===== src/rtl/srs_pkg.sv =====
package srs_pkg;
   typedef enum logic {
      TB_INTERNAL = 1'b0,
      TB_EXTERNAL = 1'b1
   } tick_src_e;

   typedef struct packed {
      logic supply;
      logic button;
      logic wdog;
   } rst_cause_t;

   function automatic logic any_cause(input rst_cause_t c);
      return c.supply | c.button | c.wdog;
   endfunction
endpackage


===== src/rtl/srs_timebase.sv =====
module srs_timebase #(
   parameter int unsigned INT_DIV    = 200000,
   parameter bit          EXT_CLK_EN = 1'b1
) (
   input  logic clk,
   input  logic rst_n,
   input  logic src_sel,
   input  logic ext_tick,
   output logic tick
);
   import srs_pkg::*;
   localparam int unsigned DVW  = $clog2(INT_DIV);
   localparam logic [DVW-1:0] DLAST = DVW'(INT_DIV - 1);

   logic [DVW-1:0] div_q;
   logic           int_tick;

   always_ff @(posedge clk or negedge rst_n) begin
      if (!rst_n)
         div_q <= '0;
      else if (div_q == DLAST)
         div_q <= '0;
      else
         div_q <= div_q + 1'b1;
   end

   assign int_tick = (div_q == DLAST);

   generate
      if (EXT_CLK_EN) begin : g_sel
         tick_src_e src;
         assign src  = tick_src_e'(src_sel);
         assign tick = (src == TB_EXTERNAL) ? ext_tick : int_tick;
      end else begin : g_int
         logic unused_ext;
         assign unused_ext = src_sel ^ ext_tick;
         assign tick = int_tick;
      end
   endgenerate
endmodule


===== src/rtl/srs_debounce.sv =====
module srs_debounce #(
   parameter int unsigned DEB_TICKS = 20
) (
   input  logic clk,
   input  logic rst_n,
   input  logic tick,
   input  logic pb_n,
   output logic pressed
);
   localparam int unsigned DW = $clog2(DEB_TICKS + 1);
   localparam logic [DW-1:0] DFULL = DW'(DEB_TICKS);

   logic [DW-1:0] cnt_q;

   always_ff @(posedge clk or negedge rst_n) begin
      if (!rst_n)
         cnt_q <= '0;
      else if (pb_n)
         cnt_q <= '0;
      else if (tick && (cnt_q != DFULL))
         cnt_q <= cnt_q + 1'b1;
   end

   assign pressed = (cnt_q == DFULL);
endmodule


===== src/rtl/srs_stretch.sv =====
module srs_stretch #(
   parameter int unsigned STRETCH_TICKS = 100
) (
   input  logic clk,
   input  logic rst_n,
   input  logic cause,
   input  logic tick,
   output logic active
);
   localparam int unsigned SW = $clog2(STRETCH_TICKS + 1);
   localparam logic [SW-1:0] SLAST = SW'(STRETCH_TICKS - 1);

   logic [SW-1:0] cnt_q;

   always_ff @(posedge clk or negedge rst_n) begin
      if (!rst_n) begin
         active <= 1'b1;
         cnt_q  <= '0;
      end else if (cause) begin
         active <= 1'b1;
         cnt_q  <= '0;
      end else if (active && tick) begin
         if (cnt_q == SLAST) begin
            active <= 1'b0;
            cnt_q  <= '0;
         end else begin
            cnt_q <= cnt_q + 1'b1;
         end
      end
   end
endmodule


===== src/rtl/supply_reset_seq.sv =====
module supply_reset_seq #(
   parameter int unsigned STRETCH_TICKS = 100,
   parameter int unsigned DEB_TICKS     = 20,
   parameter int unsigned INT_DIV       = 200000,
   parameter bit          EXT_CLK_EN    = 1'b1
) (
   input  logic clk,
   input  logic rst_n,
   input  logic supply_low,
   input  logic pb_n,
   input  logic wdog_req,
   input  logic src_sel,
   input  logic ext_tick,
   output logic rst_out_n,
   output logic rst_out,
   output logic thr_low_n
);
   import srs_pkg::*;

   generate
      if (STRETCH_TICKS < 1) begin : g_bad_stretch
         $error("STRETCH_TICKS must be at least 1");
      end
      if (DEB_TICKS < 1) begin : g_bad_deb
         $error("DEB_TICKS must be at least 1");
      end
      if (INT_DIV < 2) begin : g_bad_div
         $error("INT_DIV must be at least 2");
      end
   endgenerate

   logic       tick_w;
   logic       pb_hold;
   logic       hold_q;
   rst_cause_t cause;

   srs_timebase #(.INT_DIV(INT_DIV), .EXT_CLK_EN(EXT_CLK_EN)) u_tb (
      .clk(clk), .rst_n(rst_n), .src_sel(src_sel),
      .ext_tick(ext_tick), .tick(tick_w)
   );

   srs_debounce #(.DEB_TICKS(DEB_TICKS)) u_deb (
      .clk(clk), .rst_n(rst_n), .tick(tick_w),
      .pb_n(pb_n), .pressed(pb_hold)
   );

   assign cause.supply = supply_low;
   assign cause.button = pb_hold;
   assign cause.wdog   = wdog_req;

   srs_stretch #(.STRETCH_TICKS(STRETCH_TICKS)) u_str (
      .clk(clk), .rst_n(rst_n), .cause(any_cause(cause)),
      .tick(tick_w), .active(hold_q)
   );

   always_ff @(posedge clk or negedge rst_n) begin
      if (!rst_n)
         thr_low_n <= 1'b0;
      else
         thr_low_n <= ~supply_low;
   end

   assign rst_out   = hold_q;
   assign rst_out_n = ~hold_q;
endmodule


===== config.mk =====
export PLATFORM = sky130hd
export DESIGN_NAME = supply_reset_seq
export DESIGN_NICKNAME = d
export VERILOG_FILES = /design/src/rtl/srs_pkg.sv /design/src/rtl/srs_timebase.sv /design/src/rtl/srs_debounce.sv /design/src/rtl/srs_stretch.sv /design/src/rtl/supply_reset_seq.sv
export SDC_FILE = /design/constraint.sdc
export NUM_CORES = 1
export LEC_CHECK = 0
export ABC_AREA = 1
export BUFFER_PORTS_ARGS = -buffer_cell sky130_fd_sc_hd__buf_4
export CORE_ASPECT_RATIO = 1.2
export CORE_MARGIN = 2
export CORE_UTILIZATION = 40
export CTS_CLUSTER_DIAMETER = 40
export DETAILED_ROUTE_END_ITERATION = 16
export GPL_TIMING_DRIVEN = 0
export HOLD_SLACK_MARGIN = 0.15
export MAX_ROUTING_LAYER = met4
export PLACE_DENSITY = 0.63
export SLEW_MARGIN = 20
export SYNTH_ARGS = -nofsm -noshare
export SYNTH_HDL_FRONTEND = slang
export SYNTH_HIERARCHICAL = 1
export SYNTH_SLANG_ARGS = --single-unit

===== constraint.sdc =====
create_clock -name clk -period 3.5 [get_ports clk]
set_clock_uncertainty 0.1 [all_clocks]
set_input_delay 0 -clock clk [delete_from_list [all_inputs] [get_ports clk]]
set_output_delay 0 -clock clk [all_outputs]
set_load 0.03 [all_outputs]

### Yosys cells after proc, flatten, opt, wreduce, memory -nomap -nowiden

Cells that the tools add are included.

| word-level totals | value |
|---|---|
| register bits | 32 |
| output and inout bits | 3 |

| operators by class | value |
|---|---|
| add/sub/neg operators | 3 |
| equality and inequality tests | 4 |
| multiplexer cells | 10 |
| bitwise logic cells | 4 |
| reduce and logical (&&, ||, !) cells | 6 |

Operators with widths:

| operator | count |
|---|---|
| 2-to-1 mux 7 bit | 3 |
| adder 18 x 1 -> 18 bit (second input constant) | 1 |
| == test 18 bit (second input constant) | 1 |
| 2-to-1 mux 18 bit | 1 |
| 2-to-1 mux 5 bit | 2 |
| adder 7 x 1 -> 7 bit (second input constant) | 1 |
| == test 7 bit (second input constant) | 1 |
| nonzero test 2 bit | 3 |
| adder 5 x 1 -> 5 bit (second input constant) | 1 |
| == test 5 bit (second input constant) | 1 |
| != test 5 bit (second input constant) | 1 |
| 2-to-1 mux 1 bit | 4 |
| logical AND 1 bit | 2 |
| inverter 1 bit | 2 |
| OR 1 bit | 2 |
| AND reduction 2 bit | 1 |

### Longest topological paths before layout

Gate-level depths: netlist (run 1).

| depth | value |
|---|---|
| depth in word-level cells | 5 |
| mapped depth | 12 |

### Modules after synthesis

Netlist (run 1), hierarchy kept.

Modules (own cells, without submodules):

| module | times used | cells each | area an instance (µm²) | sequential area each (µm²) |
|---|---|---|---|---|
| srs_timebase | 1 | 131 | 1017.2 | 450.4 |
| srs_stretch | 1 | 60 | 457.9 | 201.4 |
| srs_debounce | 1 | 40 | 306.5 | 125.1 |
| supply_reset_seq | 1 | 6 | 43.8 | 25.0 |

### Least setup slack after synthesis (run 1)

No wires, ideal clock.

| timing path | value |
|---|---|
| path kind | register to register |
| from | reg u_tb.div_q[0] |
| to | reg u_str.cnt_q[2] |
| arrival time | 1.739 ns |
| slack | 1.541 ns |
| stages on the path, launching flop included | 11 |
| path buffers | 0 |
| cells stage by stage | dfrtp_1 ha_1 nand3_1 nor2_2 nand3_2 o21ai_1 nand2_1 nand2_2 nand2_1 xor2_1 nor2_1 |

| between the ends | value |
|---|---|
| longest elaborated chain between the ends | 4 |

RTL lines:

| item | line | RTL |
|---|---|---|
| from (decl) | srs_timebase.sv:15 | `logic [DVW-1:0] div_q;` |
| from (signal assigned) | srs_timebase.sv:24 | `div_q <= div_q + 1'b1;` |
| == test 18 bit | srs_timebase.sv:27 | `assign int_tick = (div_q == DLAST);` |
| 2-to-1 mux 1 bit | srs_timebase.sv:33 | `assign tick = (src == TB_EXTERNAL) ? ext_tick : int_tick;` |
| via tick_w | supply_reset_seq.sv:32 | `logic tick_w;` |
| logical AND 1 bit | srs_stretch.sv:22 | `end else if (active && tick) begin` |
| nonzero test 2 bit (no source line) | n/a |  |
| to (signal assigned) | srs_stretch.sv:27 | `cnt_q <= cnt_q + 1'b1;` |
| to (decl) | srs_stretch.sv:13 | `logic [SW-1:0] cnt_q;` |

The timed path passes the listed nets, and every way through them passes these cells.
A chain may end at the register's enable or synchronous reset.

### Final worst setup path (run 1)

| timing path | value |
|---|---|
| from | reg u_tb.div_q[0] |
| to | reg u_deb.cnt_q[0] |

| between the ends | value |
|---|---|
| longest elaborated chain between the ends | 4 |

RTL lines:

| item | line | RTL |
|---|---|---|
| == test 18 bit | srs_timebase.sv:27 |  |
| 2-to-1 mux 1 bit | srs_timebase.sv:33 |  |
| via tick_w | supply_reset_seq.sv:32 |  |
| logical AND 1 bit | srs_debounce.sv:20 | `else if (tick && (cnt_q != DFULL))` |
| nonzero test 2 bit (no source line) | n/a |  |
| to (signal assigned) | srs_debounce.sv:21 | `cnt_q <= cnt_q + 1'b1;` |
| to (decl) | srs_debounce.sv:13 | `logic [DW-1:0] cnt_q;` |

The timed path passes the listed nets, and every way through them passes these cells.

==> summary.txt, run 1 <==
Run status
  – Outcome: finished clean

Critical path
  – Critical Path Sink: u_deb/cnt_q[0]
  – R2R depth: 8
  – Worst path arrival time: between 2 and 3 ns
  – Crit path from: u_tb/div_q[0]
  – Setup crit start kind: flop
  – Crit path kind: reg2reg
  – Critical path required time: approximately 3.6 ns
  – Worst setup EP type: flop
  – Flop2flop setup slack: 1.12 ns
  – R2r endpoint: u_deb/cnt_q[0]
  – Crit Path Max Fanout: 6
  – Critical R2R Launch: u_tb/div_q[0]

Timing
  – Fmax: ~0.42 GHz
  – Hold violation count in the final report: 0
  – Setup TNS: 0 ns
  – RSZ-0062 raised after global routing: false
  – Setup-failing EPs final: 0
  – Tmin final: 2.38 ns
  – Worst-margin pin slew: ~0.29 ns
  – Fin crit share: 68.1%
  – Max_slew headroom: around four fifths
  – Max Slew Vio Count: 0

GRT
  – Antenna violations before repair: 0
  – Pin count of the biggest net entering global routing: 32
  – Vias in the first global route: around 1400
  – First-pass GRT wire length: between 5000 and 6000 µm
  – GRT Total Usage: about 15%
  – Grt total ovfl: 0

Power and ir drop
  – Peak VDD IR: 282 µV
  – PwrDens: roughly 330 nW/µm²
  – Leakage: ~0.0011 µW

Clock tree
  – CTS Buf Count: 5
  – Resized cells post-CTS: 0
  – CTS clk-pin slew, worst paths: around 0.060 ns
  – CTS tree: built
  – Clock Latency Late Sink: ~0.28 ns
  – Max clock buf depth: 2
  – Clk root buf: clkbuf_8
  – Htree depth: 2
  – Clock net sink count: 32

Final layout
  – Finished Layout Cells: about 320
  – Diodes inserted: 0
  – P&R area growth vs syn: 17.4%
  – NumNets Final: between 200 and 300
  – Fin area: 2140 µm²
  – Commonest cells after routing, fill and taps aside: 57 x nand2_1, 37 x inv_1, 35 x nor2_1
  – Layout cells sized above 1: between 10% and 20%
  – Leading cell type in the layout, fill and taps excluded: nand2_1

Drt
  – Routed length per instance: around 10 µm
  – TritonRoute pass-1 iters: 4
  – DR DRC count: 0
  – Vias post-DR: about 1500
  – Routed vias/inst: ~4.6
  – Starting DRT DRC Count: 50
  – Final wirelength: between 3000 and 4000 µm
  – Antenna viol nets, final: 0

Synth
  – Syn Nets: about 250
  – Gate Count Post-Synth: 237
  – Synth cell types: 25
  – EDFF count, synth: 0
  – #FFs+latches synth: 32
  – Seq/Total Area, Yosys: approximately 44%
  – Average cell area after synthesis: 7.70 µm²
  – Main synth FF type: dfrtp_1
  – Yosys top cell area share: 42.5%
  – Synth top area cells: dfrtp_1 42%, nand2_1 12%, inv_1 7.6%, nor2_1 7.2%, xor2_1 5.8%
  – Netlist Area Pre-Place: 1830 µm²
  – Async S/R FF share, synth: between 90% and 100%
  – Synth Warn #: 6
  – Synth area leader: dfrtp_1

Floorplanning
  – IO Pins: 10
  – Initial core utilization: ~42%
  – Core Area: between 4000 and 5000 µm²
  – Die Y: around 78 µm
  – DIE AREA: between 5000 and 6000 µm²
  – FP Rows: 26
  – Die X: around 66 µm

Flow run
  – Max_cap viols: 0

Worst hold path
  – Worst Hold Class: in2reg
  – Worst hold stages: 7

Place
  – Cells after DPL: about 300
  – Port-buffer cells: 9
  – Placer Congestion: between 0.8 and 0.9
  – Area post-placement: 1960 µm²
  – Hpwl dp: roughly 2300 µm
-- final cells by class --
type	instances	area, µm²
timing repair buffer	17	158
multi-input combinational	166	877
fill	438	2180
tap	56	70.1
clock buffer	8	90.1
inverter	39	146
sequential	32	802
-- how the worst min path moves through the flow --
stage / from / to / slack, ns
after global routing: ext_tick / u_deb/cnt_q[4] / 0.22
after floorplan: rst_n / thr_low_n / -0.40
after global placement: rst_n / u_tb/div_q[4] / -0.13
final: ext_tick / u_deb/cnt_q[4] / 0.19
after detailed placement: rst_n / u_tb/div_q[12] / -0.13
after CTS: ext_tick / u_deb/cnt_q[4] / 0.18
-- repair_timing --
item,in CTS,in global routing
buffers inserted,0,0
hold buffers,8,0
endpoints found under the hold margin,46,0
-- routing by layer --
metal  share of wire (%)  global-route usage, %  up-vias
li1                    -                      -      774
met1                  46                   17.4      652
met2                  49                   25.2       21
met3                 2.7                   3.48        5
met4                 1.8                   6.88        0
met5                   0                      -        -
-- flip-flops by register name, summed over array words and instances, names as in the netlist --
| register | cells |
|---|---|
| thr_low_n | 1 |
| u_deb/cnt_q | 5 |
| u_str/active | 1 |
| u_str/cnt_q | 7 |
| u_tb/div_q | 18 |
-- critical path, cell delays in order (launching register included) --
cell and delay, ns:
dfrtp_1 0.37, ha_1 0.21, nand3_1 0.17, nor2_2 0.18
nand3_2 0.18, o21ai_1 0.30, dlygate4sd3_1 0.63, nand4_1 0.11
nand2_1 0.08
-- logic make-up after synthesis --
family	count (synthesis)	synth area share [%]
AO/OA/AOI/OAI	9	2.67
XOR/XNOR	14	6.72
AND/OR/NAND/NOR	139	35.9
adder cells (fa/ha/maj)	4	2.74
buffers and inverters	39	8.02
flip-flops	32	43.9
-- Yosys cell counts (all sizes together), types with 2 or more instances --
master,number
nand3,16
a21oi,2
inv,38
ha,4
nand4,8
xnor2,2
dfrtp,31
nor2,46
o21ai,6
nand2,65
xor2,12
-- stage by stage --
| step | worst slack (ns) | power (µW) | hold slack, ns | util [%] |
|---|---|---|---|---|
| 4_1_cts | 1.08 | 732 | 0.182 | 49.5 |
| 5_1_grt | 0.935 | 743 | 0.216 | 49.5 |
| 3_3_place_gp | 1.23 | 424 | -0.134 | 45.4 |
| 3_5_place_dp | 1.22 | 425 | -0.128 | 45.4 |
| 6_report | 1.12 | 714 | 0.190 | 49.5 |
| 2_1_floorplan | 1.54 | 405 | -0.396 | - |
-- power breakdown --
part / internal, µW / total [µW] / switching (µW)
clock: 160 / 288 / 127
combinational: 20.4 / 49.3 / 28.8
sequential: 374 / 377 / 3.58
Note: power is estimated with default switching activity, not from simulation.
==> run 2: changes to the inputs <==
Clock period 3.5 ns to 2.23 ns, I/O delays scaled along.
==> run 2 against run 1 <==
Compared with the run above:
- flip-flop and latch count unchanged
- cell count unchanged
- utilization rose by 0.67 points
- register-to-register slack lost 0.91 ns
- non-clock buffer count is the same
- combinational power grew 60%
- cell area up 1.3%
- die area stayed put
- count of clock-buffer cells in the layout unchanged
- critical path depth is 2 higher
- critical endpoint is now u_str/cnt_q[2]
- largest cell class unchanged
==> summary.txt, run 2 (synthesized netlist as in run 1, its figures left out) <==
Timing
  – Max_slew headroom: 82.1% (+1.7 points)
  – Fmax: 0.494 GHz (+18%)
  – RSZ-0062 raised after global routing: false
  – Hold violation count in the final report: 0 (unchanged)
  – Tmin final: 2.03 ns (-0.358 ns)
  – Fin crit share: 90.9% (+23 points)
  – Worst-margin pin slew: 0.269 ns (-0.0234 ns)
  – Max Slew Vio Count: 0 (unchanged)
  – Setup-failing EPs final: 0 (unchanged)

Final layout
  – P&R area growth vs syn: 19.0%
  – Layout cells sized above 1: 16.4% (+0.76 points)
  – Finished Layout Cells: 318 (unchanged)
  – Commonest cells after routing, fill and taps aside: 57 x nand2_1, 37 x inv_1, 35 x nor2_1
  – Diodes inserted: 0 (unchanged)
  – Largest registers: u_tb/div_q x18, u_str/cnt_q x7, u_deb/cnt_q x5
  – Leading cell type in the layout, fill and taps excluded: nand2_1
  – Max FFs per register: 18 (unchanged)
  – NumNets Final: 272 (unchanged)
  – Fin util: 50.2% (+0.67 points)
  – Largest Register: u_tb/div_q
  – FILL cells: 432 (-1.4%)

Power and ir drop
  – Switching Share: 22.4% (+0.077 points)
  – Seq pwr share: 52.8% (about the same)
  – P_sw: 252 µW (+58%)
  – Combinational cell fraction of total power: 7.0% (about the same)
  – Leakage: 0.00108 µW (+0.14%)
  – Clock share of power: 40.2% (about the same)
  – PwrDens: 517 nW/µm² (+55%)
  – Peak VDD IR: 440 µV (+56%)
  – Pint: 871 µW (+57%)

Floorplanning
  – IO Pins: 10 (unchanged)
  – Core Area: 4330 µm² (unchanged)
  – Die Y: 78.0 µm (unchanged)
  – FP Rows: 26 (unchanged)
  – DIE AREA: 5120 µm² (unchanged)
  – Die X: 65.7 µm (unchanged)
  – Initial core utilization: 42.2% (unchanged)

Critical path
  – Crit Path Max Fanout: 8 (+2)
  – Slowest CP cell: dfrtp_1
  – Crit path kind: reg2reg
  – Worst path arrival time: 2.09 ns (-0.41 ns)
  – Slowest cell delay on critical path: 0.37 ns (-0.26 ns)
  – Critical path required time: 2.30 ns (-1.32 ns)
  – Setup crit start kind: flop
  – Worst-path cell chain: ha_1, nand3_2, nor2_4, nand3_4, o21ai_4, nand2_1, nand2_2, nand2_1, xor2_1, nor2_1
  – CP dominant cell by count: nand2_1
  – Worst setup EP type: flop

Clock tree
  – CTS clk-pin slew, worst paths: 0.06 ns (about the same)
  – Clock net sink count: 32 (unchanged)
  – CTS Buf Count: 5 (unchanged)
  – Htree depth: 2 (unchanged)
  – CTS tree: built
  – Total setup buffers inserted after CTS: 0 (unchanged)
  – Clk root buf: clkbuf_8
  – Max clock buf depth: 2 (unchanged)
  – Clock Latency Late Sink: 0.28 ns (about the same)

GRT
  – First-pass GRT wire length: 5780 µm (-0.70%)
  – Grt total ovfl: 0 (unchanged)
  – Pin count of the biggest net entering global routing: 32 (unchanged)
  – Vias in the first global route: 1378 (+0.36%)
  – Antenna violations before repair: 0 (unchanged)
  – GRT Total Usage: 15.2% (-0.093 points)

Drt
  – Routed vias/inst: 4.61 (+1.0%)
  – Final wirelength: 3340 µm (+0.69%)
  – DR DRC count: 0 (unchanged)
  – Starting DRT DRC Count: 54 (+8.0%)
  – Vias post-DR: 1467 (+1.0%)
  – Routed length per instance: 10.5 µm (+0.69%)
  – Antenna viol nets, final: 0 (unchanged)
  – TritonRoute pass-1 iters: 4 (unchanged)

Worst hold path
  – Worst Hold Class: in2reg

Flow run
  – Max_cap viols: 0 (unchanged)

Place
  – Port-buffer cells: 9 (unchanged)
  – Placer Congestion: 0.830 (unchanged)
  – Hpwl dp: 2300 µm (unchanged)
  – Cells after DPL: 302 (unchanged)

Run status
  – Outcome: finished clean
run 2: cell counts in the layout (fill, tap and decap cells not counted):
Identical to the previous run, type by type.
run 2: final cells by class:
class	instances	area (µm²)	area share (%)
Multi-Input combinational cell	166	906	41.7
Inverter	39	146	6.74
Sequential cell	32	802	36.9
Timing Repair Buffer	17	158	7.26
Clock buffer	8	90.1	4.15
Tap cell	56	70.1	3.23
run 2: final timing paths:
path,startpoint,slack (ns),endpoint,depth (start not counted)
worst min register to register,u_str/active,0.39,u_str/active,2
worst min-delay path,supply_low,0.32,thr_low_n,3
worst max register to register,u_tb/div_q[0],0.20,u_str/cnt_q[2],10
max in group asynchronous,rst_n,1.17,u_deb/cnt_q[3],4
worst max-delay path,u_tb/div_q[0],0.20,u_str/cnt_q[2],10
min in group asynchronous,rst_n,0.68,u_tb/div_q[12],4
run 2: power groups by stage:
stage	Clock, µW	Combinational (µW)	Sequential (µW)
floorplan	0	29.1	606
CTS	478	79.2	592
global placement	0	63.2	603
finish	452	79.0	592
detailed placement	0	63.7	603
global route	486	90.1	593
run 2: repair_timing:
item / in CTS / in global routing
resized for setup: 1 / 4
endpoints found under the setup margin: 5 / 8
endpoints found under the hold margin: 46 / 0
hold buffers: 8 / 0
run 2: critical path, delay by kind of cell, from the launching register on:
family	cells	cell delay, ns
xor gates and xnor gates	1	0.15
DFF	1	0.37
adders and majority gates	1	0.23
and+or+nand+nor	7	0.86
AOI/OAI and AO/OA	1	0.20
run 2: through the flow:
stage	total power [µW]	hold slack (ns)	setup TNS [ns]	cell area, µm²	setup WS (ns)
after floorplan	635	-0.396	0	1830	0.271
after global placement	666	-0.134	-0.139	1960	-0.0412
after detailed placement	667	-0.128	-0.159	1960	-0.0458
after CTS	1150	0.302	0	2150	0.0254
after global routing	1170	0.335	0	2170	0.0345
final	1120	0.322	0	2170	0.204
run 2: metal layers:
layer  routed length (µm)  track usage, %
met3                   89            3.48
met1                 1520            17.1
met2                 1670            25.2
met4                   60            6.88
met5                    0               -
==> run 3: changes to the inputs <==
==> constraint.sdc (replaced) <==
create_clock -name clk -period 2.23 [get_ports clk]
set_clock_uncertainty 0.1 [all_clocks]
set_input_delay 0.1115 -clock clk [delete_from_list [all_inputs] [get_ports clk]]
set_output_delay 0.1115 -clock clk [all_outputs]
set_load 0.03 [all_outputs]
==> run 3 against run 2 <==
Compared with the run above:
- global-route usage down 0.43 points
- via count down 0.41%
- critical endpoint unchanged
- highest routed layer unchanged
- critical path depth unchanged
- count of clock-buffer cells in the layout unchanged
- power down 0.60%
==> summary.txt, run 3 (synthesized netlist as in run 1, its figures left out) <==
Timing
  – Fin crit share: 91.1% (+0.23 points)
  – RSZ-0062 raised after global routing: false
  – Setup WS post-layout: 0.199 ns (-0.00509 ns)
  – Fmax: 0.492 GHz (-0.25%)
  – Hold violation count in the final report: 0 (unchanged)
  – Setup-failing EPs final: 0 (unchanged)
  – Max_slew headroom: 72.3% (-9.7 points)
  – Worst-margin pin slew: 0.415 ns (+0.146 ns)
  – Tmin final: 2.03 ns (+0.00509 ns)
  – Max Slew Vio Count: 0 (unchanged)

Clock tree
  – Clk root buf: clkbuf_8
  – CTS clk-pin slew, worst paths: 0.06 ns (about the same)
  – Total setup buffers inserted after CTS: 0 (unchanged)
  – Clock Latency Late Sink: 0.28 ns (about the same)
  – Max clock buf depth: 2 (unchanged)
  – Htree depth: 2 (unchanged)
  – CTS tree: built
  – Clock net sink count: 32 (unchanged)
  – CTS Buf Count: 5 (unchanged)

GRT
  – First-pass GRT wire length: 5640 µm (-2.4%)
  – GRT busiest layer: met2
  – Pin count of the biggest net entering global routing: 33 (+3.1%)
  – Vias in the first global route: 1350 (-2.0%)
  – GRT Total Usage: 14.7% (-0.43 points)
  – GR Layer Usage met2: 24.4% (-0.71 points)
  – Met1 Track Usage GR: 16.5% (-0.65 points)
  – Met3 Track Usage GR: 3.48% (unchanged)
  – Antenna violations before repair: 0 (unchanged)
  – Grt total ovfl: 0 (unchanged)

Floorplanning
  – Die X: 65.7 µm (unchanged)
  – DIE AREA: 5120 µm² (unchanged)
  – Initial core utilization: 42.2% (unchanged)
  – IO Pins: 10 (unchanged)
  – FP Rows: 26 (unchanged)
  – Die Y: 78.0 µm (unchanged)
  – Core Area: 4330 µm² (unchanged)

Place
  – Hpwl dp: 2300 µm (unchanged)
  – Placer Congestion: 0.830 (unchanged)
  – Port-buffer cells: 9 (unchanged)
  – Area post-placement: 1960 µm² (unchanged)
  – Pre-CTS setup slack: -0.0458 ns (unchanged)

Worst hold path
  – Hold path endpoint: u_deb/cnt_q[2]
  – Hold Crit Start: ext_tick
  – Worst Hold Class: in2reg
  – Worst hold stages: 5 (+2)

Power and ir drop
  – Combinational cell fraction of total power: 6.4% (-0.6 points)
  – Seq pwr share: 53.1% (+0.3 points)
  – P_sw: 251 µW (-0.37%)
  – Pint: 865 µW (-0.67%)
  – Clock share of power: 40.6% (+0.4 points)
  – Switching Share: 22.5% (+0.053 points)
  – Peak VDD IR: 446 µV (+1.3%)
  – PwrDens: 524 nW/µm² (+1.3%)
  – Leakage: 0.00106 µW (-1.6%)

Critical path
  – CP Buf/Inv Count: 0 (unchanged)
  – Setup crit start kind: flop
  – Crit path kind: reg2reg
  – CP dominant cell by count: nand2_1
  – Worst path arrival time: 2.10 ns (about the same)
  – Critical R2R Launch: u_tb/div_q[0]
  – Crit Path Max Fanout: 8 (unchanged)
  – Delay-heaviest family, CP: simple AND/OR/NAND/NOR gates
  – R2R depth: 10 (unchanged)
  – Slowest CP cell: dfrtp_1
  – Slowest cell delay on critical path: 0.37 ns (about the same)
  – Worst setup EP type: flop
  – Flop2flop setup slack: 0.20 ns (about the same)
  – Crit path from: u_tb/div_q[0]
  – Worst-path cell chain: ha_1, nand3_2, nor2_4, nand3_4, o21ai_4, nand2_1, nand2_2, nand2_1, xor2_1, nor2_1
  – Critical path required time: 2.29 ns (about the same)
  – R2r endpoint: u_str/cnt_q[2]
  – Cell count along the critical path: 10 (unchanged)

Final layout
  – Leading cell type in the layout, fill and taps excluded: nand2_1
  – Fin util: 49.3% (-0.93 points)
  – P&R area growth vs syn: 16.8%
  – NumNets Final: 269 (-1.1%)
  – Largest registers: u_tb/div_q x18, u_str/cnt_q x7, u_deb/cnt_q x5
  – Diodes inserted: 0 (unchanged)
  – Max FFs per register: 18 (unchanged)
  – Layout cells sized above 1: 16.2% (-0.20 points)
  – Commonest cells after routing, fill and taps aside: 57 x nand2_1, 37 x inv_1, 35 x nor2_1
  – Fin area: 2130 µm² (-1.8%)
  – Largest Register: u_tb/div_q
  – FILL cells: 435 (+0.69%)

Drt
  – Routed vias/inst: 4.64 (+0.54%)
  – Routed length per instance: 10.3 µm (-2.2%)
  – TritonRoute pass-1 iters: 4 (unchanged)
  – DR DRC count: 0 (unchanged)
  – Antenna viol nets, final: 0 (unchanged)
  – Final wirelength: 3240 µm (-3.2%)
  – Vias post-DR: 1461 (-0.41%)
  – Starting DRT DRC Count: 48 (-11%)

Run status
  – Outcome: finished clean

Flow run
  – Max_cap viols: 0 (unchanged)
-- run 3: changes by cell type in the layout (fill, tap and decap cells not counted), sizes merged --
| cell | previous run | this run |
|---|---|---|
| buf | 10 | 9 |
| dlygate4sd3 | 7 | 5 |
-- run 3: metal layers --
metal	vias up	share of wire [%]
met5	-	0
met4	0	1.9
met3	5	3.2
met2	28	50
met1	661	45
li1	767	-
-- run 3: final cells by class --
cell class	count	area, µm²	share of cell area (%)
clock buffers	8	90.1	4.23
repair buffers	14	118	5.52
flip-flops and latches	32	802	37.6
multi-input cells	166	906	42.5
inverters	39	146	6.87
well taps	56	70.1	3.29
-- run 3: how the worst max path moves through the flow --
stage / to / slack [ns]
3_5_place_dp: u_str/cnt_q[2] / -0.05
5_1_grt: u_str/cnt_q[2] / 0.03
2_1_floorplan: u_str/cnt_q[2] / 0.27
3_3_place_gp: u_str/cnt_q[4] / -0.04
4_1_cts: u_str/cnt_q[2] / 0.03
6_report: u_str/cnt_q[2] / 0.20
-- run 3: stage by stage --
| stage | std cells | total power [µW] | hold WS (ns) | setup TNS (ns) |
|---|---|---|---|---|
| 2_1_floorplan | 237 | 635 | -0.284 | 0 |
| 3_3_place_gp | 302 | 666 | -0.0223 | -0.139 |
| 3_5_place_dp | 302 | 667 | -0.0162 | -0.159 |
| 4_1_cts | 315 | 1140 | 0.163 | 0 |
| 5_1_grt | 315 | 1160 | 0.194 | 0 |
| 6_report | 315 | 1120 | 0.170 | 0 |
-- run 3: timing repair --
action	CTS	global route
gates resized for setup	1	4
hold endpoints to repair	38	0
hold buffers	5	0
cloned	0	0
setup endpoints to repair	5	8
-- run 3: power groups by stage --
stage | Clock, µW | Sequential [µW] | Combinational (µW)
after floorplan | 0 | 606 | 29.1
after global placement | 0 | 603 | 63.2
after detailed placement | 0 | 603 | 63.7
after CTS | 478 | 592 | 71.3
after global routing | 486 | 593 | 81.7
final | 453 | 592 | 70.9
-- run 3: worst register-to-register path, stage by stage (launching register included) --
cell     delay (ns)
dfrtp_1        0.37
ha_1           0.23
nand3_2        0.15
nor2_4         0.16
nand3_4        0.14
o21ai_4        0.20
nand2_1        0.10
nand2_2        0.16
nand2_1        0.09
xor2_1         0.16
nor2_1         0.07
